[config.mk]
export PLATFORM = sky130hd
export DESIGN_NAME = evt_ctx_seq
export DESIGN_NICKNAME = d
export VERILOG_FILES = /design/src/rtl/evt_ctx_pkg.sv /design/src/rtl/evt_frame_ctl.sv /design/src/rtl/evt_sp_unit.sv /design/src/rtl/evt_slot_mux.sv /design/src/rtl/evt_ctx_seq.sv
export SDC_FILE = /design/constraint.sdc
export NUM_CORES = 1
export LEC_CHECK = 0
export ABC_AREA = 0
export BUFFER_PORTS_ARGS = -buffer_cell sky130_fd_sc_hd__buf_2
export CORE_AREA = 2 2 145 147
export CTS_CLUSTER_SIZE = 12
export DETAILED_ROUTE_END_ITERATION = 8
export DIE_AREA = 0 0 147 149
export GPL_TIMING_DRIVEN = 0
export PLACE_DENSITY = 0.69
export SYNTH_ARGS = -nofsm -noshare
export SYNTH_HDL_FRONTEND = slang
export SYNTH_SLANG_ARGS = --single-unit
[constraint.sdc]
create_clock -name clk -period 3.21 [get_ports clk]
set_clock_uncertainty 0.15 [all_clocks]
set_input_delay 0.321 -clock clk [delete_from_list [all_inputs] [get_ports clk]]
set_output_delay 0.321 -clock clk [all_outputs]
set_load 0.05 [all_outputs]
[src/rtl/evt_ctx_pkg.sv]
package evt_ctx_pkg;

  typedef enum logic [1:0] {
    SEQ_IDLE = 2'd0,
    SEQ_PUSH = 2'd1,
    SEQ_POP  = 2'd2
  } seq_state_e;

  localparam int SLOT_W    = 3;
  localparam int REG_IDX_W = 3;
  localparam int MODE_W    = 3;

  // Slot numbering follows push order: 0 status, 1 return address,
  // 2 LR, 3 R12 ... 7 R8.
  localparam logic [SLOT_W-1:0] SLOT_SR    = 3'd0;
  localparam logic [SLOT_W-1:0] SLOT_PC    = 3'd1;
  localparam logic [SLOT_W-1:0] SLOT_GPR0  = 3'd2;
  localparam logic [SLOT_W-1:0] LAST_LONG  = 3'd7;
  localparam logic [SLOT_W-1:0] LAST_SHORT = 3'd1;

  localparam logic [MODE_W-1:0] IRQ_CODE_LO = 3'd2;
  localparam logic [MODE_W-1:0] IRQ_CODE_HI = 3'd5;

  // Interrupt-level classes carry the extended frame.
  function automatic logic saves_gprs(input logic [MODE_W-1:0] code);
    return (code >= IRQ_CODE_LO) && (code <= IRQ_CODE_HI);
  endfunction

  function automatic logic [SLOT_W-1:0] last_step(input logic long_f);
    return long_f ? LAST_LONG : LAST_SHORT;
  endfunction

  // Pops walk the slots backwards from the last one pushed.
  function automatic logic [SLOT_W-1:0] step_to_slot(input seq_state_e st,
                                                      input logic [SLOT_W-1:0] step,
                                                      input logic long_f);
    if (st == SEQ_POP) return last_step(long_f) - step;
    return step;
  endfunction

  // Slot 2 is LR (index 5) down to slot 7 which is R8 (index 0).
  function automatic logic [REG_IDX_W-1:0] slot_to_reg(input logic [SLOT_W-1:0] slot);
    return REG_IDX_W'(3'd7 - slot);
  endfunction

endpackage

[src/rtl/evt_frame_ctl.sv]
module evt_frame_ctl
  import evt_ctx_pkg::*;
(
  input  logic                clk,
  input  logic                rst_n,
  input  logic                enter_i,
  input  logic [MODE_W-1:0]   enter_cls_i,
  input  logic                ret_i,
  input  logic [MODE_W-1:0]   cur_mode_i,
  output seq_state_e          st_o,
  output logic [SLOT_W-1:0]   step_o,
  output logic                long_o,
  output logic                last_o,
  output logic                start_push_o,
  output logic                start_pop_o,
  output logic                done_o
);

  seq_state_e        st_q;
  logic [SLOT_W-1:0] step_q;
  logic              long_q;
  logic              done_q;

  assign start_push_o = (st_q == SEQ_IDLE) && enter_i;
  assign start_pop_o  = (st_q == SEQ_IDLE) && !enter_i && ret_i;
  assign last_o       = (st_q != SEQ_IDLE) && (step_q == last_step(long_q));

  always_ff @(posedge clk or negedge rst_n) begin
    if (!rst_n) begin
      st_q   <= SEQ_IDLE;
      step_q <= '0;
      long_q <= 1'b0;
      done_q <= 1'b0;
    end else begin
      done_q <= last_o;
      if (start_push_o) begin
        st_q   <= SEQ_PUSH;
        step_q <= '0;
        long_q <= saves_gprs(enter_cls_i);
      end else if (start_pop_o) begin
        st_q   <= SEQ_POP;
        step_q <= '0;
        long_q <= saves_gprs(cur_mode_i);
      end else if (last_o) begin
        st_q   <= SEQ_IDLE;
        step_q <= '0;
      end else if (st_q != SEQ_IDLE) begin
        step_q <= step_q + SLOT_W'(1);
      end
    end
  end

  assign st_o   = st_q;
  assign step_o = step_q;
  assign long_o = long_q;
  assign done_o = done_q;

  // an open sequence only advances, never restarts
  a_r6_no_restart: assert property (@(posedge clk) disable iff (!rst_n)
    (st_q != SEQ_IDLE && !last_o) |=> (st_q == $past(st_q) && step_q == $past(step_q) + SLOT_W'(1)));

  // enter has priority over return in an idle cycle
  a_r6_enter_wins: assert property (@(posedge clk) disable iff (!rst_n)
    (st_q == SEQ_IDLE && enter_i && ret_i) |=> (st_q == SEQ_PUSH));

  // the last access is followed by done with the sequencer idle
  a_r7_done_after_last: assert property (@(posedge clk) disable iff (!rst_n)
    last_o |=> (done_o && st_q == SEQ_IDLE));

  // done is a single-cycle pulse
  a_r7_done_single: assert property (@(posedge clk) disable iff (!rst_n)
    done_o |=> !done_o);

endmodule

[src/rtl/evt_sp_unit.sv]
module evt_sp_unit #(
  parameter int            AW         = 32,
  parameter int            WORD_BYTES = 4,
  parameter logic [AW-1:0] SP_RESET   = '0
) (
  input  logic          clk,
  input  logic          rst_n,
  input  logic          push_i,
  input  logic          pop_i,
  input  logic [AW-1:0] limit_i,
  output logic [AW-1:0] sp_o,
  output logic [AW-1:0] addr_o,
  output logic          ovf_o
);

  localparam logic [AW-1:0] STEP = AW'(WORD_BYTES);

  function automatic logic [AW-1:0] sp_down(input logic [AW-1:0] sp);
    return sp - STEP;
  endfunction

  function automatic logic [AW-1:0] sp_up(input logic [AW-1:0] sp);
    return sp + STEP;
  endfunction

  // True when the pre-decremented target lies below the limit; a wrap
  // through zero counts as below.
  function automatic logic below_limit(input logic [AW-1:0] sp, input logic [AW-1:0] lim);
    return {1'b0, sp} < ({1'b0, lim} + {1'b0, STEP});
  endfunction

  logic [AW-1:0] sp_q;
  logic          ovf_q;
  logic          ovf_hit;

  assign ovf_hit = push_i && below_limit(sp_q, limit_i);
  assign addr_o  = push_i ? sp_down(sp_q) : sp_q;

  always_ff @(posedge clk or negedge rst_n) begin
    if (!rst_n) begin
      sp_q  <= SP_RESET;
      ovf_q <= 1'b0;
    end else begin
      if (push_i)     sp_q <= sp_down(sp_q);
      else if (pop_i) sp_q <= sp_up(sp_q);
      if (ovf_hit)    ovf_q <= 1'b1;
    end
  end

  assign sp_o  = sp_q;
  assign ovf_o = ovf_q;

  // one word down per push
  a_r4_push_step: assert property (@(posedge clk) disable iff (!rst_n)
    push_i |=> (sp_o == $past(sp_o) - STEP));

  // one word up per pop
  a_r4_pop_step: assert property (@(posedge clk) disable iff (!rst_n)
    pop_i |=> (sp_o == $past(sp_o) + STEP));

  // pointer holds without an access
  a_r4_hold: assert property (@(posedge clk) disable iff (!rst_n)
    (!push_i && !pop_i) |=> $stable(sp_o));

  // the sequencer never requests a push and a pop together
  a_r9_exclusive: assert property (@(posedge clk) disable iff (!rst_n)
    !(push_i && pop_i));

  // overflow is sticky
  a_r8_ovf_sticky: assert property (@(posedge clk) disable iff (!rst_n)
    ovf_o |=> ovf_o);

endmodule

[src/rtl/evt_slot_mux.sv]
module evt_slot_mux
  import evt_ctx_pkg::*;
#(
  parameter int DW = 32,
  parameter int AW = 32
) (
  input  seq_state_e           st_i,
  input  logic [SLOT_W-1:0]    step_i,
  input  logic                 long_i,
  input  logic [DW-1:0]        sr_cap_i,
  input  logic [DW-1:0]        pc_cap_i,
  input  logic [DW-1:0]        rf_rdata_i,
  input  logic [DW-1:0]        mem_rdata_i,
  input  logic [AW-1:0]        addr_i,
  output logic                 mem_we_o,
  output logic                 mem_re_o,
  output logic [AW-1:0]        mem_addr_o,
  output logic [DW-1:0]        mem_wdata_o,
  output logic [REG_IDX_W-1:0] rf_raddr_o,
  output logic                 rf_we_o,
  output logic [REG_IDX_W-1:0] rf_waddr_o,
  output logic [DW-1:0]        rf_wdata_o,
  output logic                 sr_we_o,
  output logic [DW-1:0]        sr_wdata_o,
  output logic                 pc_we_o,
  output logic [DW-1:0]        pc_wdata_o
);

  logic [SLOT_W-1:0]    slot;
  logic                 is_push;
  logic                 is_pop;
  logic                 gpr_slot;
  logic [REG_IDX_W-1:0] reg_idx;

  always_comb begin
    slot     = step_to_slot(st_i, step_i, long_i);
    is_push  = (st_i == SEQ_PUSH);
    is_pop   = (st_i == SEQ_POP);
    gpr_slot = (slot >= SLOT_GPR0);
    reg_idx  = gpr_slot ? slot_to_reg(slot) : '0;

    mem_we_o   = is_push;
    mem_re_o   = is_pop;
    mem_addr_o = (is_push || is_pop) ? addr_i : '0;

    rf_raddr_o  = is_push ? reg_idx : '0;
    mem_wdata_o = '0;
    if (is_push) begin
      case (slot)
        SLOT_SR: mem_wdata_o = sr_cap_i;
        SLOT_PC: mem_wdata_o = pc_cap_i;
        default: mem_wdata_o = rf_rdata_i;
      endcase
    end

    rf_we_o    = is_pop && gpr_slot;
    rf_waddr_o = is_pop ? reg_idx : '0;
    rf_wdata_o = is_pop ? mem_rdata_i : '0;
    sr_we_o    = is_pop && (slot == SLOT_SR);
    sr_wdata_o = is_pop ? mem_rdata_i : '0;
    pc_we_o    = is_pop && (slot == SLOT_PC);
    pc_wdata_o = is_pop ? mem_rdata_i : '0;
  end

endmodule

[src/rtl/evt_ctx_seq.sv]
module evt_ctx_seq
  import evt_ctx_pkg::*;
#(
  parameter int            DW       = 32,
  parameter int            AW       = 32,
  parameter int            MODE_LSB = 22,
  parameter logic [AW-1:0] SP_RESET = 32'h0000_1000
) (
  input  logic          clk,
  input  logic          rst_n,
  input  logic          enter_i,
  input  logic [2:0]    enter_cls_i,
  input  logic          ret_i,
  input  logic [DW-1:0] cur_sr_i,
  input  logic [DW-1:0] cur_pc_i,
  input  logic [AW-1:0] sp_limit_i,
  output logic          mem_we_o,
  output logic          mem_re_o,
  output logic [AW-1:0] mem_addr_o,
  output logic [DW-1:0] mem_wdata_o,
  input  logic [DW-1:0] mem_rdata_i,
  output logic [2:0]    rf_raddr_o,
  input  logic [DW-1:0] rf_rdata_i,
  output logic          rf_we_o,
  output logic [2:0]    rf_waddr_o,
  output logic [DW-1:0] rf_wdata_o,
  output logic          sr_we_o,
  output logic [DW-1:0] sr_wdata_o,
  output logic          pc_we_o,
  output logic [DW-1:0] pc_wdata_o,
  output logic [AW-1:0] sp_o,
  output logic          busy_o,
  output logic          done_o,
  output logic          ovf_o
);

  localparam int WORD_BYTES = DW / 8;

  // Named internal events
  seq_state_e        seq_st;
  logic [SLOT_W-1:0] seq_step;
  logic              seq_long;
  logic              seq_last;
  logic              start_push;
  logic              start_pop;
  logic              push_acc;
  logic              pop_acc;
  logic [MODE_W-1:0] cur_mode;
  logic [AW-1:0]     acc_addr;
  logic [DW-1:0]     sr_cap_q;
  logic [DW-1:0]     pc_cap_q;

  assign cur_mode = cur_sr_i[MODE_LSB +: MODE_W];
  assign push_acc = (seq_st == SEQ_PUSH);
  assign pop_acc  = (seq_st == SEQ_POP);
  assign busy_o   = (seq_st != SEQ_IDLE);

  evt_frame_ctl u_ctl (
    .clk          (clk),
    .rst_n        (rst_n),
    .enter_i      (enter_i),
    .enter_cls_i  (enter_cls_i),
    .ret_i        (ret_i),
    .cur_mode_i   (cur_mode),
    .st_o         (seq_st),
    .step_o       (seq_step),
    .long_o       (seq_long),
    .last_o       (seq_last),
    .start_push_o (start_push),
    .start_pop_o  (start_pop),
    .done_o       (done_o)
  );

  evt_sp_unit #(
    .AW         (AW),
    .WORD_BYTES (WORD_BYTES),
    .SP_RESET   (SP_RESET)
  ) u_sp (
    .clk     (clk),
    .rst_n   (rst_n),
    .push_i  (push_acc),
    .pop_i   (pop_acc),
    .limit_i (sp_limit_i),
    .sp_o    (sp_o),
    .addr_o  (acc_addr),
    .ovf_o   (ovf_o)
  );

  // Context words are frozen at acceptance so the source may move on.
  always_ff @(posedge clk or negedge rst_n) begin
    if (!rst_n) begin
      sr_cap_q <= '0;
      pc_cap_q <= '0;
    end else if (start_push) begin
      sr_cap_q <= cur_sr_i;
      pc_cap_q <= cur_pc_i;
    end
  end

  evt_slot_mux #(
    .DW (DW),
    .AW (AW)
  ) u_mux (
    .st_i        (seq_st),
    .step_i      (seq_step),
    .long_i      (seq_long),
    .sr_cap_i    (sr_cap_q),
    .pc_cap_i    (pc_cap_q),
    .rf_rdata_i  (rf_rdata_i),
    .mem_rdata_i (mem_rdata_i),
    .addr_i      (acc_addr),
    .mem_we_o    (mem_we_o),
    .mem_re_o    (mem_re_o),
    .mem_addr_o  (mem_addr_o),
    .mem_wdata_o (mem_wdata_o),
    .rf_raddr_o  (rf_raddr_o),
    .rf_we_o     (rf_we_o),
    .rf_waddr_o  (rf_waddr_o),
    .rf_wdata_o  (rf_wdata_o),
    .sr_we_o     (sr_we_o),
    .sr_wdata_o  (sr_wdata_o),
    .pc_we_o     (pc_we_o),
    .pc_wdata_o  (pc_wdata_o)
  );

  // first word written carries the status sampled at acceptance
  a_r2_first_is_sr: assert property (@(posedge clk) disable iff (!rst_n)
    start_push |=> (mem_we_o && mem_wdata_o == $past(cur_sr_i)));

  // first pop reads at the pointer held when the return was taken
  a_r5_first_pop_addr: assert property (@(posedge clk) disable iff (!rst_n)
    start_pop |=> (mem_re_o && mem_addr_o == $past(sp_o)));

  // a short frame never restores general registers
  a_r5_short_no_gpr: assert property (@(posedge clk) disable iff (!rst_n)
    (pop_acc && !seq_long) |-> !rf_we_o);

  // the status word is the final word popped
  a_r5_sr_last: assert property (@(posedge clk) disable iff (!rst_n)
    (done_o && $past(mem_re_o)) |-> $past(sr_we_o));

  // one stack access per cycle
  a_r9_one_access: assert property (@(posedge clk) disable iff (!rst_n)
    $onehot0({mem_we_o, mem_re_o}));

  // idle means quiet
  a_r9_idle_quiet: assert property (@(posedge clk) disable iff (!rst_n)
    !busy_o |-> !(mem_we_o || mem_re_o || rf_we_o || sr_we_o || pc_we_o));

endmodule

After elaboration in Yosys (flattened, before gate mapping)
Cells that the tools add are included.

storage, ports and cells
  register bits after elaboration = 104
  input bits = 167
  logic and storage cells = 66
  output and inout port bits = 206

cells by class
  add/sub/neg operators = 6
  reduce and logical (&&, ||, !) cells = 19
  order comparisons = 6
  eq/ne operators = 4
  mux-type cells = 23

operator list
  kind                                                    count
  two-way mux 32 bit                                      6
  case mux 32 bit (2 select lines)                        1
  adder 32 x 3 -> 33 bit (second input constant)          1
  less-than comparator 32 x 33 -> 1 bit                   1
  adder 32 x 3 -> 32 bit (second input constant)          1
  subtractor 32 x 3 -> 32 bit (second input constant)     1
  two-way mux 3 bit                                       10
  logical AND 1 bit                                       10
  >= comparator 3 x 2 -> 1 bit (second input constant)    3
  less-or-equal comparator 3 bit (second input constant)  2
  two-way mux 2 bit                                       3
  nonzero test 2 bit                                      3
  nonzero test 4 bit                                      1
  adder 3 x 1 -> 3 bit (second input constant)            1
  equality test 3 x 1 -> 1 bit (second input constant)    1
  equality test 3 bit                                     1
  logical NOT 3 bit                                       1
  two-way mux 1 bit                                       3
  nonzero test 3 bit                                      1
  subtractor 3 bit                                        1
  subtractor 3 bit (first input constant)                 1
  equality test 2 x 1 -> 1 bit (second input constant)    1
  equality test 2 bit (second input constant)             1
  logical NOT 2 bit                                       1
  other kinds (2)                                         2

Longest topological paths before layout
Gate-level depths: netlist of run 1.

  word-level depth = 7
  depth in mapped cells = 13
  gate-level depth less buffers = 12

Hierarchy
A second synthesis of run 1 with hierarchy kept.

unflattened totals
  cells, all modules = 848
  area, all modules = 8607.0 sq um

by module, submodules not included
  module         cells each  area an instance (sq um)  times used
  evt_sp_unit    399         3378.2                    1
  evt_ctx_seq    138         2697.6                    1
  evt_slot_mux   279         2168.3                    1
  evt_frame_ctl  32          362.8                     1

Worst setup path after synthesis of run 1
OpenSTA, ideal clock, no wires.

  kind = flip-flop to output port
  from = register u_ctl.st_q[0], in the netlist u_ctl.st_o[0]
  to = output port mem_wdata_o[10]
  arrival = 3422 ps
  cell stages (with the launch flop) = 8
  path slack = -683 ps
  cell sequence = dfrtp_1 > inv_1 > ha_1 > clkbuf_1 > xnor2_1 > clkbuf_1 > mux2i_1 > a211oi_1

between the ends
  longest elaborated chain between the ends = 6
  elaborated cells between the ends (all ways) = 8

ends and longest elaborated chain
  what                                                               RTL line             RTL
  start, declared                                                    evt_frame_ctl.sv:19  seq_state_e st_q;
  start signal, assigned                                             evt_frame_ctl.sv:30  st_q <= SEQ_IDLE;
  start signal, assigned                                             evt_frame_ctl.sv:37  st_q <= SEQ_PUSH;
  start signal, assigned                                             evt_frame_ctl.sv:41  st_q <= SEQ_POP;
  equality test 2 bit *                                              n/a
  via mem_re_o                                                       evt_ctx_seq.sv:18    output logic mem_re_o,
  two-way mux 1 bit *                                                evt_ctx_pkg.sv:37    if (st == SEQ_POP) return last_step(long_f) - step;
  two-way mux 3 bit *                                                evt_ctx_pkg.sv:38    return step;
  equality test 3 x 1 -> 1 bit or logical NOT 3 bit (tied branches)  evt_slot_mux.sv:49   case (slot)
  case mux 32 bit (2 select lines) *                                 evt_slot_mux.sv:49
  two-way mux 32 bit *                                               evt_slot_mux.sv:48   if (is_push) begin
  end, declared                                                      evt_ctx_seq.sv:20    output logic [DW-1:0] mem_wdata_o,

Mark *: on every way through the listed nets, which the timed path passes. The rest lies on a longest branch.

Worst setup path after layout of run 1
  from = register u_sp.sp_q[19], in the netlist u_sp.sp_o[19]
  to = output port mem_addr_o[31]

between the ends
  longest elaborated chain between the ends = 3

ends and longest elaborated chain
  what                         RTL line            RTL
  start, declared              evt_sp_unit.sv:32   logic [AW-1:0] sp_q;
  start signal, assigned       evt_sp_unit.sv:44   if (push_i) sp_q <= sp_down(sp_q);
  start signal, assigned       evt_sp_unit.sv:45   else if (pop_i) sp_q <= sp_up(sp_q);
  subtractor 32 x 3 -> 32 bit  evt_sp_unit.sv:19   return sp - STEP;
  two-way mux 32 bit           evt_sp_unit.sv:37   assign addr_o = push_i ? sp_down(sp_q) : sp_q;
  two-way mux 32 bit           evt_slot_mux.sv:44  mem_addr_o = (is_push || is_pop) ? addr_i : '0;
  end, declared                evt_ctx_seq.sv:19   output logic [AW-1:0] mem_addr_o,

No other way between the ends.

==> flow_metrics.env, run 1 <==
export IMPL_status="finished, final reports clean"
export IMPL_crit_path_end_kind="primary output"
export IMPL_firstDrtPassIters=5
export IMPL_drc=0
export IMPL_htreeDepth=3
export IMPL_grt_use_total_pct=24.07
export IMPL_nets=1492
export IMPL_cp_slowest_cell="or4_4"
export IMPL_die_x_um=147
export IMPL_clock_root_buffer="clkbuf_16"
export IMPL_vias=7823
export IMPL_path_cells="buf_12, or4_4, or4_4, nor4_4, xnor2_2, nor2_4, buf_8"
export IMPL_ys_flop_type="dfrtp_1"
export IMPL_yosys_area_top_type="dfrtp_1"
export IMPL_async_flop_share_pct=100.0
export IMPL_max_cap_violations=0
export IMPL_io_buffers=367
export IMPL_syn_inst=887
export IMPL_cts_buffers=9
export IMPL_netlist_cell_type_count=56
export IMPL_wl_per_cell_um=17.46
export IMPL_period_needed_ps=3163
export IMPL_worst_slew_pin_slew_ps=669.7
export IMPL_finalCritPeriodShare_pct=98.54
export IMPL_io_pins=373
export IMPL_fmax_mhz=316.1
export IMPL_critPathTopFamily="simple AND/OR/NAND/NOR gates"
export IMPL_clk_latency_ps=350
export IMPL_cp_max_fo=9
export IMPL_mostFrequentLayoutCell="buf_2"
export IMPL_hold_path_class="primary input to flop"
export IMPL_power_static_leakage_nw=5.690
export IMPL_nFillCells=1858
export IMPL_max_slew_margin_rel_pct=55.35
export IMPL_clk_pin_slew_ps=80
export IMPL_synthesis_area_sq_mm=0.008023
export IMPL_finalSetupViolations=0
export IMPL_hold_ws_ps=40.32
export IMPL_cp_arrival_ps=2690
export IMPL_first_global_vias=7634
export IMPL_cp_start_kind="flop"
export IMPL_via_per_inst=4.999
export IMPL_dieHeight_um=149
export IMPL_gp_congestion=0.8557
export IMPL_cts_tree="done"
export IMPL_dpl_hpwl_mm=21.54
export IMPL_report_final_slew_viol_count=0
export IMPL_critPathBufInv=2
export IMPL_die_area_sq_mm=0.02190
export IMPL_synth_top_area_share_pct=31.50
export IMPL_ys_ff_latch=102
export IMPL_ff2ff_setup_slack_ps=200
export IMPL_grt_pass1_wl_mm=41.60
export IMPL_avgSynthCellArea_sq_um=9.045
export IMPL_max_stage_delay_ps=610
export IMPL_grt_start_max_net_pins=56
export IMPL_start_util_pct=39.03
export IMPL_first_iter_violations=401
export IMPL_drt_antenna_violating_nets=0
export IMPL_cpMostUsedCell="or4_4"
export IMPL_cts_sinks=102
export IMPL_diodes=0
export IMPL_finalHoldViolations=0
export IMPL_antenna_found_initial=0
export IMPL_ys_seq_area_share_pct=31.83
export IMPL_irDropWorstVdd_mv=1.009
export IMPL_power_density_mw_per_mm2=1244
export IMPL_synthTopCellsByArea="dfrtp_1 32%, mux2_2 9.0%, xnor2_1 6.9%"
export IMPL_placementRows=53
export IMPL_ys_warn_count=0
export IMPL_synth_edf_count=0
export IMPL_cts_max_path_buffers=2
export IMPL_path_class="flop to primary output"
export IMPL_area_growth_pct=47.50
export IMPL_drive_gt1_share_pct=51.32
export IMPL_grt_overflow=0
export IMPL_required_ps=2740
export IMPL_mostFrequentLayoutCells="326 x buf_2, 109 x buf_4, 101 x dfrtp_1"
export IMPL_place_area_sq_mm=0.01073
export IMPL_rsz0062_at_grt="true"
export IMPL_wl_mm=27.32
export IMPL_design_area_sq_mm=0.01183
export IMPL_tns_ps=0
export IMPL_coreArea_sq_mm=0.02056
## stage by stage
| step | utilization (%) | std cells | total power, mW | setup WS (ps) |
|---|---|---|---|---|
| 4_1_cts | 56.48 | 1557 | 14.53 | -22.24 |
| 6_report | 57.57 | 1565 | 14.72 | 46.71 |
| 2_1_floorplan | - | 890 | 10.25 | -98.60 |
| 3_3_place_gp | 52.06 | 1532 | 12.43 | -1078 |
| 3_5_place_dp | 52.20 | 1533 | 12.54 | -1034 |
| 5_1_grt | 57.57 | 1565 | 15.51 | -158.9 |
## final cells by class
class	count	area [sq um]	area share, %
timing repair buffer	386	2205	18.63
multi-input combinational	637	5434	45.92
sequential	102	2554	21.58
clock inverter	7	71.32	0.6027
clock buffer	9	225.2	1.903
tap	275	344.1	2.908
buffer	123	899.6	7.602
inverter	26	101.3	0.8564
## registers in the layout, summed over array words and instances, names as in the netlist
register	count
sr_cap_q	32
u_sp.sp_o	30
u_ctl.step_o	3
u_ctl.done_o	1
pc_cap_q	32
u_sp.ovf_o	1
u_ctl.st_o	2
u_ctl.long_o	1
## repair_timing
action / CTS / global route
hold endpoints to repair: 46 / 0
gates resized for setup: 125 / 43
hold buffers: 1 / 0
pin swaps: 10 / 8
buffers inserted: 8 / 9
setup endpoints to repair: 59 / 58
## layer usage
metal  routed length [um]  global-route usage (%)
met1                11990                   32.37
met5                    0                       0
met4                  225                   5.096
met3                 1674                   4.709
met2                13430                   40.59
## cell usage after synthesis (5+ instances only)
cell type	count
a211oi_1	34
a21oi_1	18
and2_1	34
and3_1	11
buf_1	8
buf_4	70
clkbuf_1	39
dfrtp_1	101
ha_1	40
inv_1	25
mux2_2	64
mux2i_1	32
nand2_1	32
nand3_1	29
nand4_1	16
nor2_1	91
nor3_1	19
nor4_1	24
nor4b_1	5
o21ai_0	36
or2_2	9
or3_1	8
xnor2_1	63
xor2_1	26
## kinds of logic (layout without fill, tap and decap cells)
kind of cell    Yosys count  in the layout  synth area share [%]
mux                      96             96                 12.98
simple gates            300            300                 19.51
buf+inv                 151            551                 11.03
fa+ha+maj                40             40                 6.238
compound gates          108            108                 8.656
xor+xnor                 89             89                 9.716
other cells               1              4               0.04674
flops                   102            102                 31.83
## final timing paths
path                            cells past startpoint                        end                      start
min in group asynchronous                           2   u_sp.sp_o[9]$_DFFE_PN0P_                      rst_n
worst max register to register                      7  u_sp.sp_o[28]$_DFFE_PN0P_   u_sp.sp_o[9]$_DFFE_PN0P_
max in group asynchronous                           3   pc_cap_q[22]$_DFFE_PN0P_                      rst_n
worst max-delay path                                7             mem_addr_o[31]  u_sp.sp_o[19]$_DFFE_PN0P_
worst min-delay path                                2    pc_cap_q[5]$_DFFE_PN0P_                cur_pc_i[5]
worst min register to register                      1   pc_cap_q[31]$_DFFE_PN0P_   pc_cap_q[31]$_DFFE_PN0P_
## power by group
part           internal [mW]  leakage [nW]  switching (mW)  total (mW)
combinational           3.74          4.30            7.47        11.2
sequential              1.89          1.24           0.530        2.42
clock                  0.544         0.142           0.546        1.09
total                   6.18          5.69            8.54        14.7
Note: power is estimated with default switching activity, not from simulation.
==> inputs of run 2 (changes only) <==
--- a/config.mk
+++ b/config.mk
@@ -7,12 +7,16 @@
 export LEC_CHECK = 0
 export ABC_AREA = 0
 export BUFFER_PORTS_ARGS = -buffer_cell sky130_fd_sc_hd__buf_2
-export CORE_AREA = 2 2 145 147
+export CAP_MARGIN = 0
+export CELL_PAD_IN_SITES_DETAIL_PLACEMENT = 0
+export CELL_PAD_IN_SITES_GLOBAL_PLACEMENT = 1
+export CORE_ASPECT_RATIO = 1.5
+export CORE_UTILIZATION = 34
 export CTS_CLUSTER_SIZE = 12
 export DETAILED_ROUTE_END_ITERATION = 8
-export DIE_AREA = 0 0 147 149
 export GPL_TIMING_DRIVEN = 0
-export PLACE_DENSITY = 0.69
+export PLACE_DENSITY_LB_ADDON = 0.1
 export SYNTH_ARGS = -nofsm -noshare
 export SYNTH_HDL_FRONTEND = slang
 export SYNTH_SLANG_ARGS = --single-unit
+export TNS_END_PERCENT = 1
==> run 2 against run 1 <==
  * Via count fell by 0.75%
  * Hold slack got worse by 4.6 ps
  * Global-route usage fell by 0.87 points
  * Wire length rose by 4.5%
  * Sequential cell count did not move
  * Register-to-register slack improved by 70 ps
  * Highest routed layer unchanged
  * The run now ends with setup timing left
  * Clock-buffer cell count did not move
  * Critical path type unchanged
  * Setup slack got worse by 87 ps
==> flow_metrics.env, run 2 (same netlist as run 1, synthesis figures left out) <==
export IMPL_status="complete, but fails checks"
export IMPL_violations="setup timing"
export IMPL_area_growth_pct=42.48
export IMPL_drc=0
export IMPL_power_static_leakage_nw=5.664
export IMPL_path_class="flop to primary output"
export IMPL_finalHoldViolations=0
export IMPL_first_global_vias=7846
export IMPL_r2r_start="u_sp.sp_o[6]$_DFFE_PN0P_"
export IMPL_finalSetupViolations=2
export IMPL_reg2reg_to="u_sp.sp_o[22]$_DFFE_PN0P_"
export IMPL_grt_pass1_wl_mm=42.99
export IMPL_grt_overflow=0
export IMPL_r2r_cells=7
export IMPL_hold_ws_ps=35.69
export IMPL_worst_slew_pin_slew_ps=839.0
export IMPL_max_cap_violations=0
export IMPL_clk_pin_slew_ps=80
export IMPL_dpl_hpwl_mm=22.99
export IMPL_drive_gt1_share_pct=49.92
export IMPL_firstDrtPassIters=4
export IMPL_cp_start_kind="flop"
export IMPL_nFillCells=2352
export IMPL_die_area_sq_mm=0.02423
export IMPL_stdcell_count=1611
export IMPL_hold_path_class="primary input to flop"
export IMPL_cts_max_path_buffers=2
export IMPL_fmax_mhz=307.7
export IMPL_via_per_inst=4.819
export IMPL_setup_ws_ps=-40.15
export IMPL_required_ps=2740
export IMPL_vias=7764
export IMPL_final_util_pct=49.58
export IMPL_ff2ff_setup_slack_ps=270
export IMPL_grt_use_total_pct=23.20
export IMPL_cts_buffers=9
export IMPL_wl_per_cell_um=17.73
export IMPL_crit_path_end_kind="primary output"
export IMPL_irDropWorstVdd_mv=0.8602
export IMPL_max_slew_margin_rel_pct=44.07
export IMPL_htreeDepth=3
export IMPL_gp_congestion=0.7803
export IMPL_report_final_slew_viol_count=0
export IMPL_antenna_found_initial=3
export IMPL_die_x_um=127.4
export IMPL_cts_tree="done"
export IMPL_coreArea_sq_mm=0.02306
export IMPL_cts_sinks=102
export IMPL_period_needed_ps=3250
export IMPL_cp_max_fo=6
export IMPL_first_iter_violations=213
export IMPL_cp_arrival_ps=2780
export IMPL_clk_latency_ps=360
export IMPL_nets=1496
export IMPL_placed_cells=1573
export IMPL_power_density_mw_per_mm2=1198
export IMPL_rsz0062_at_grt="true"
export IMPL_mostFrequentLayoutCells="330 x buf_2, 112 x buf_4, 101 x dfrtp_1"
export IMPL_worstHoldPathCells=2
export IMPL_power_mw=13.69
export IMPL_min_from="cur_sr_i[18]"
export IMPL_grt_start_max_net_pins=61
export IMPL_wl_mm=28.56
export IMPL_io_buffers=367
export IMPL_dp_slack_ps=-873.9
export IMPL_drt_antenna_violating_nets=0
export IMPL_placementRows=68
export IMPL_hold_end="sr_cap_q[18]$_DFFE_PN0P_"
export IMPL_start_util_pct=34.79
export IMPL_clock_root_buffer="clkbuf_16"
export IMPL_mostFrequentLayoutCell="buf_2"
export IMPL_dieHeight_um=190.1
export IMPL_io_pins=373
export IMPL_finalCritPeriodShare_pct=101.3
[run 2: worst max path at each step]
stage | end | cells after the start | slack (ps) | startpoint
after floorplan | sr_we_o | 6 | -260 | u_ctl.st_o[0]$_DFFE_PN0P_
after detailed placement | u_sp.ovf_o$_DFFE_PN0P_ | 14 | -870 | sp_limit_i[2]
final | mem_addr_o[31] | 8 | -40 | u_sp.sp_o[14]$_DFFE_PN0P_
after global placement | u_sp.ovf_o$_DFFE_PN0P_ | 14 | -860 | sp_limit_i[2]
after global routing | mem_addr_o[30] | 8 | -120 | u_sp.sp_o[13]$_DFFE_PN0P_
after CTS | mem_addr_o[31] | 8 | -120 | u_sp.sp_o[14]$_DFFE_PN0P_
[run 2: per-stage QoR]
| stage | area [sq um] | setup TNS (ps) |
|---|---|---|
| 6_report | 11430 | -42.02 |
| 5_1_grt | 11430 | -1391 |
| 4_1_cts | 11100 | -827.5 |
| 3_5_place_dp | 10470 | -25870 |
| 3_3_place_gp | 10440 | -26030 |
| 2_1_floorplan | 8208 | -10320 |
[run 2: repair_timing]
action | in CTS | in global routing
setup endpoints to repair | 61 | 62
gates resized for setup | 83 | 73
gates cloned | 0 | 0
pin swaps | 3 | 11
hold endpoints to repair | 58 | 0
hold buffers | 1 | 0
buffers inserted | 3 | 17
[run 2: per-layer routing]
layer	share of wire (%)	routed length (um)	vias to the layer above	global-route usage, %
met5	0	0	-	0
met4	1.7	473	0	6.502
met3	7.0	2005	28	7.002
met2	53	15150	215	43.13
met1	38	10930	3680	25.02
li1	-	-	3841	-
[run 2: layout make-up]
cell class	instances	area, sq um	area share, %
Multi-Input combinational cell	637	5067	44.33
Sequential cell	102	2554	22.34
Timing Repair Buffer	389	2161	18.90
Buffer	124	865.8	7.574
Tap cell	315	394.1	3.448
Clock buffer	9	225.2	1.970
Inverter	26	97.59	0.8538
Clock inverter	7	61.31	0.5363
Antenna cell	2	5.005	0.04378
[run 2: worst max-delay path: stages, from the launching register on]
cell	delay (ps)
dfrtp_1	390
buf_6	130
or4_4	590
or4_4	550
buf_8	160
nor4_4	220
xnor2_1	160
nor2_2	50
buf_6	160
[run 2: power by group]
part	total, mW	switching (mW)	internal (mW)
Sequential	2.40	0.509	1.89
Clock	1.11	0.565	0.545
Combinational	10.2	6.85	3.34
